[config.mk]
export PLATFORM = sky130hd
export DESIGN_NAME = issue_hazard_check
export DESIGN_NICKNAME = d
export VERILOG_FILES = /design/src/rtl/issue_hazard_check.sv
export SDC_FILE = /design/constraint.sdc
export NUM_CORES = 1
export LEC_CHECK = 0
export ABC_CLOCK_PERIOD_IN_PS = 4400
export BUFFER_PORTS_ARGS = -buffer_cell sky130_fd_sc_hd__buf_4
export CAP_MARGIN = 20
export CORE_MARGIN = 2
export CORE_UTILIZATION = 40
export CTS_CLUSTER_DIAMETER = 80
export DETAILED_ROUTE_END_ITERATION = 8
export HOLD_SLACK_MARGIN = 0.03
export PLACE_DENSITY_LB_ADDON = 0.08
export SLEW_MARGIN = 10
export SYNTH_ARGS = -nofsm -noshare
export SYNTH_HDL_FRONTEND = slang
export SYNTH_SLANG_ARGS = --single-unit
[constraint.sdc]
create_clock -name clk -period 4.4 [get_ports clk]
set_input_delay 0.44 -clock clk [delete_from_list [all_inputs] [get_ports clk]]
set_output_delay 0.44 -clock clk [all_outputs]
set_load 0.01 [all_outputs]
[src/rtl/issue_hazard_check.sv]
module issue_hazard_check #(
  parameter int SLOTS   = 6,
  parameter int GW      = 7,
  parameter int PW      = 6,
  parameter int OUT_REG = 1,
  localparam int CW     = $clog2(SLOTS + 1)
) (
  input  logic                clk,
  input  logic                rst,
  input  logic [SLOTS-1:0]    slot_valid,
  input  logic [SLOTS*GW-1:0] src_a,
  input  logic [SLOTS-1:0]    src_a_use,
  input  logic [SLOTS*GW-1:0] src_b,
  input  logic [SLOTS-1:0]    src_b_use,
  input  logic [SLOTS*GW-1:0] dst,
  input  logic [SLOTS-1:0]    dst_we,
  input  logic [SLOTS*PW-1:0] qual_pred,
  input  logic [SLOTS*PW-1:0] pdst,
  input  logic [SLOTS-1:0]    pdst_we,
  output logic [SLOTS-1:0]    hold_flag,
  output logic [SLOTS-1:0]    raw_flag,
  output logic [SLOTS-1:0]    war_flag,
  output logic [SLOTS-1:0]    waw_flag,
  output logic [CW-1:0]       issue_cnt
);

  logic [GW-1:0] sa [SLOTS];
  logic [GW-1:0] sb [SLOTS];
  logic [GW-1:0] dr [SLOTS];
  logic [PW-1:0] qp [SLOTS];
  logic [PW-1:0] pd [SLOTS];
  logic [SLOTS-1:0] gwr, pwr;

  for (genvar k = 0; k < SLOTS; k++) begin : g_unpack
    assign sa[k]  = src_a[k*GW +: GW];
    assign sb[k]  = src_b[k*GW +: GW];
    assign dr[k]  = dst[k*GW +: GW];
    assign qp[k]  = qual_pred[k*PW +: PW];
    assign pd[k]  = pdst[k*PW +: PW];
    assign gwr[k] = dst_we[k] && (dr[k] != '0);
    assign pwr[k] = pdst_we[k] && (pd[k] != '0);
  end

  logic [SLOTS-1:0] raw_c, war_c, waw_c, hold_c;
  logic [CW-1:0]    cnt_c;

  always_comb begin
    for (int j = 0; j < SLOTS; j++) begin
      raw_c[j] = 1'b0;
      war_c[j] = 1'b0;
      waw_c[j] = 1'b0;
      for (int i = 0; i < j; i++) begin
        if (slot_valid[i] && slot_valid[j]) begin
          if ((gwr[i] && ((src_a_use[j] && sa[j] == dr[i]) ||
                          (src_b_use[j] && sb[j] == dr[i]))) ||
              (pwr[i] && qp[j] == pd[i]))
            raw_c[j] = 1'b1;
          if ((gwr[j] && ((src_a_use[i] && sa[i] == dr[j]) ||
                          (src_b_use[i] && sb[i] == dr[j]))) ||
              (pwr[j] && qp[i] == pd[j]))
            war_c[j] = 1'b1;
          if ((gwr[i] && gwr[j] && dr[i] == dr[j]) ||
              (pwr[i] && pwr[j] && pd[i] == pd[j]))
            waw_c[j] = 1'b1;
        end
      end
    end
  end

  assign hold_c = raw_c | war_c | waw_c;

  always_comb begin
    logic found;
    found = 1'b0;
    cnt_c = CW'(SLOTS);
    for (int k = 0; k < SLOTS; k++) begin
      if (!found && (!slot_valid[k] || hold_c[k])) begin
        cnt_c = CW'(k);
        found = 1'b1;
      end
    end
  end

  if (OUT_REG != 0) begin : g_reg
    always_ff @(posedge clk) begin
      if (rst) begin
        hold_flag <= '0;
        raw_flag  <= '0;
        war_flag  <= '0;
        waw_flag  <= '0;
        issue_cnt <= '0;
      end else begin
        hold_flag <= hold_c;
        raw_flag  <= raw_c;
        war_flag  <= war_c;
        waw_flag  <= waw_c;
        issue_cnt <= cnt_c;
      end
    end
  end else begin : g_comb
    assign hold_flag = hold_c;
    assign raw_flag  = raw_c;
    assign war_flag  = war_c;
    assign waw_flag  = waw_c;
    assign issue_cnt = cnt_c;
  end

endmodule

Word level (Yosys, flattened, before mapping)
Index checks and enable logic that the tools add are counted.
- flip-flop bits (word level): 27
- input bits: 230
- output and inout bits: 27
- word-level logic and storage cells: 549
- equal/unequal tests: 120
- mux-type cells: 101
- bitwise logic cells: 2
- reduce and logical (&&, ||, !) cells: 317
- operator list (cell ; count):
    == test 7 bit ; 75
    == test 6 bit ; 45
    logical AND 1 bit ; 212
    two-way mux 1 bit ; 95
    logical OR 1 bit ; 81
    nonzero test 7 bit ; 6
    nonzero test 6 bit ; 6
    two-way mux 3 bit ; 6
    OR 6 bit ; 2
    logical NOT 1 bit ; 11
    OR reduction 3 bit ; 1

Longest topological paths before layout
- depth after elaboration: 34
- depth in mapped cells: 11

Worst setup path before layout
No wires, ideal clock.
- path kind: input port to flip-flop
- from: input port dst[39]
- to: register issue_cnt[0]
- arrival: 2449 ps
- required time: 4271 ps
- slack: 1822 ps
- stages on the path: 9
- path buffers: 1
- cells stage by stage: buf_4 > or4_4 > o41ai_4 > nor2_1 > a221o_1 > nor4_4 > nand4_1 > a311oi_1 > o32ai_1
- longest elaborated chain between the ends: 20
- elaborated cells on any way between the ends: 82
- RTL lines (item ; RTL line ; source):
    start: declaration ; 15 ; input logic [SLOTS*GW-1:0] dst,
    == test 7 bit (on tied branches) ; 58, 59 ;
    logical AND 1 bit (on tied branches) ; 58, 59 ;
    logical OR 1 bit ; 58 ; if ((gwr[j] && ((src_a_use[i] && sa[i] == dr[j]) ||
    logical AND 1 bit ; 58 ;
    logical OR 1 bit ; 59 ; (src_b_use[i] && sb[i] == dr[j]))) ||
    two-way mux 1 bit ; 58 ;
    two-way mux 1 bit ; 53 ; if (slot_valid[i] && slot_valid[j]) begin
    two-way mux 1 bit ; 58 ;
    (+4 left out) ; -- ;
    two-way mux 1 bit ; 53 ;
    two-way mux 1 bit ; 58 ;
    two-way mux 1 bit ; 53 ;
    OR 6 bit ; 70 ; assign hold_c = raw_c | war_c | waw_c;
    OR 6 bit (*) ; 70 ;
    logical OR 1 bit (*) ; 77 ; if (!found && (!slot_valid[k] || hold_c[k])) begin
    logical AND 1 bit (*) ; 77 ;
    two-way mux 3 bit (*) ; 77 ;
    end signal: assignment ; 97 ; issue_cnt <= cnt_c;
    end: declaration ; 24 ; output logic [CW-1:0] issue_cnt
Every way passes the cells marked *; elsewhere a longest branch is shown, timed or not.
A chain may end at the register's enable or synchronous reset.

Worst setup path in the final report
- from: input port pdst[12]
- to: register issue_cnt[0]
- longest elaborated chain between the ends: 22
- elaborated cells on any way between the ends: 89
- RTL lines (item ; RTL line ; source):
    start: declaration ; 18 ; input logic [SLOTS*PW-1:0] pdst,
    nonzero test 6 bit ; 41 ; assign pwr[k] = pdst_we[k] && (pd[k] != '0);
    logical AND 1 bit ; 41 ;
    logical AND 1 bit (on tied branches) ; 60, 63 ;
    logical OR 1 bit / logical AND 1 bit (equally long branches) ; 59, 63 ;
    two-way mux 1 bit / logical OR 1 bit (equally long branches) ; 58, 62 ;
    two-way mux 1 bit (on tied branches) ; 53, 62 ;
    two-way mux 1 bit (on tied branches) ; 58, 53 ;
    two-way mux 1 bit (on tied branches) ; 53, 62 ;
    (+6 left out) ; -- ;
    logical AND 1 bit ; 77 ;
    two-way mux 1 bit ; 77 ;
    logical NOT 1 bit ; 77 ;
    logical AND 1 bit ; 77 ;
    two-way mux 1 bit ; 77 ;
    logical NOT 1 bit ; 77 ;
    logical AND 1 bit ; 77 ;
    two-way mux 3 bit (*) ; 77 ;
Marked as above.

==> reports/results.tsv <==
stage	metric	value	unit
die	die-height	174	µm
timing	max_slew_margin	0.350	
logic_synthesis	synthXorXnorAreaFrac	0.605	
logic_synthesis	ys_async_sr_fraction	0	
die	start_util	0.403	
logic_synthesis	synth_top_family_by_area	XOR/XNOR gates	
layout	nets	1804	
placed_design	dp_hpwl	37200	µm
timing	fmax	0.326	GHz
global_routing	grt_max_degree	24	
logic_synthesis	synth-simple-area-share	0.194	
setup_path	critical_path.max_stage_delay	0.80	ns
clocking	clockBufferDepth	2	
timing	fin_tns_setup	0	ns
die	core-area	28500	µm²
setup_path	crit_type	in2reg	
logic_synthesis	yosys.area.top_type	xnor2_1	
run_status	outcome	finished clean	
route	drtPass1Iterations	5	
route	via_per_inst	5.84	
route	drt-total-wl	50500	µm
power	power_density	137	nW/µm²
setup_path	path_max_fanout	11	
logic_synthesis	avgSynthCellArea	7.35	µm²
die	num_rows	62	
clocking	cts_num_sinks	23	
layout	fin_area	12900	µm²
die	dieArea	30200	µm²
layout	fin_util	0.450	
route	ant_nets	0	
logic_synthesis	synthTopCellsByCount	xnor2_1, xor2_1, nand4_1, clkbuf_1, buf_2	
global_routing	overflow	0	
placed_design	place_ws	1.11	ns
setup_path	critPathLaunchType	input pin	
logic_synthesis	synth_flop_cell	dfxtp_1	
power	ir_drop	119	µV
clocking	hold_buffers	0	
timing	setup_ws	1.33	ns
timing	holdWs	0.521	ns
logic_synthesis	synth_top_area_share	0.312	
die	die_w	174	µm
route	routedWlPerCell	25.8	µm
logic_synthesis	synth_mux_area_frac	0	
timing	finalHoldViolations	0	
timing	fin_crit_sh	0.697	
route	vias	11400	
placed_design	placed_area	12800	µm²
route	drtIter0Drc	1198	
route	post-route-drc-count	0	
timing	period_minus_slack	3.07	ns
clocking	cts.repair.resized	0	
logic_synthesis	synth.most_common_cell	xnor2_1	
layout	fillers	2934	
layout	multi_input_area	9920	µm²
clocking	cts_tree	done	
die	io_pins	257	
clocking	ctsRootBufferMaster	clkbuf_16	
logic_synthesis	yosys_register_bits	23	
logic_synthesis	synth_area	11500	µm²
setup_path	worstPathRequired	4.52	ns
power	power_leakage	0.00450	µW
timing	setup_viol	0	
clocking	cts_inserted_buffers	3	
setup_path	worstPathArrival	3.19	ns
clocking	cts-htree-levels	1	
logic_synthesis	yosysUniqueCellTypes	52	
setup_path	crit_chain	buf_4 -> or4_1 -> o31ai_1 -> nor2_1 -> a31oi_1 -> o2111a_1 -> nand3_1 -> a311oi_1 -> o32ai_1	
layout	drive_gt1_frac	0.170	
global_routing	grt_pass1_vias	11300	
logic_synthesis	synth-edff-count	0	
placed_design	globalplace.congestion	0.959	
hold_path	min_from	rst	
layout	syn_to_final_growth	11.6	%
timing	rsz0062_at_grt	no	
timing	tightestPinTransition	0.967	ns
setup_path	cp-end-kind	flop	
hold_path	hold_class	in2reg	
placed_design	io_buffers	252	
setup_path	slowest_stage	o31ai_1	
logic_synthesis	synth_seq_area_share	0.0400	
global_routing	grt_usage	0.325	
logic_synthesis	syn_inst	1567	
hold_path	hold_depth	2	
logic_synthesis	synth-compound-area-share	0.0620	
logic_synthesis	ys_top_cells_by_area	xnor2_1, xor2_1, nand4_1	
clocking	post_cts_buffers	0	
global_routing	grt_pass1_wl	75400	µm
run	cap_viol_max_count	0	
clocking	path_clk_slew	0.06	ns
layout	n_antenna_cell	0	
logic_synthesis	yosys_warnings	0	
global_routing	antenna_found_initial	0	
logic_synthesis	synth_adder_area_share	0	
setup_path	startpoint	pdst[12]	
timing	drv_slew	0	
layout	area.sequential	460	µm²
-- critical path, delay by kind of cell --
kind	cells	cell delay (ns)
AOI/OAI and AO/OA	5	1.76
and+or+nand+nor	3	0.79
buffers and inverters	1	0.20
-- cell type report --
| type | count | area share |
|---|---|---|
| inverter | 2 | 0.000584 |
| clock buffer | 3 | 0.00584 |
| timing repair buffer | 254 | 0.148 |
| multi-input combinational | 1290 | 0.772 |
| tap | 384 | 0.0374 |
| clock inverter | 1 | 0.000389 |
| sequential | 23 | 0.0358 |
-- cell usage in the layout, fill, tap and decap left out, drive strengths merged, types with 15 or more instances in the layout --
cell   instances
nor2          82
nand3         15
nand4        148
nor3          31
nor4          81
o21ai         18
a21oi         23
xnor2        410
buf          254
nand2         18
dfxtp         23
xor2         385
-- stage by stage --
stage / power [µW] / instances
after floorplan: 1190 / 1570
after global placement: 1540 / 1953
after detailed placement: 1550 / 1953
after CTS: 1740 / 1957
after global routing: 1870 / 1957
final: 1760 / 1957
-- cells by family (layout without fill, tap and decap cells) --
kind of cell,Yosys count,count (layout)
flip-flops,23,23
buffers and inverters,257,260
AO/OA/AOI/OAI,96,96
other,1,4
AND/OR/NAND/NOR,395,395
XOR/XNOR,795,795
-- layer usage --
metal,track usage,share of wire
met2,0.495,0.43
met4,0.0935,0.031
met3,0.0401,0.089
met5,0,0
met1,0.477,0.45
-- sequential cells by signal, summed over array words and instances (netlist names) --
signal     count
waw_flag       5
issue_cnt      3
raw_flag       5
war_flag       5
hold_flag      5
-- report_power, final --
| part | leakage [µW] | total [µW] | internal (µW) | switching, µW |
|---|---|---|---|---|
| clock network | 0.0000409 | 191 | 122 | 69.3 |
| logic | 0.00427 | 1360 | 572 | 784 |
| registers | 0.000186 | 212 | 211 | 0.942 |
-- final timing paths --
kind | to | slack (ns)
hold / removal | war_flag[3]$_SDFF_PP0_ | 0.52
setup / recovery | issue_cnt[0]$_SDFF_PP0_ | 1.33
Power figures use the tool's default switching activity.
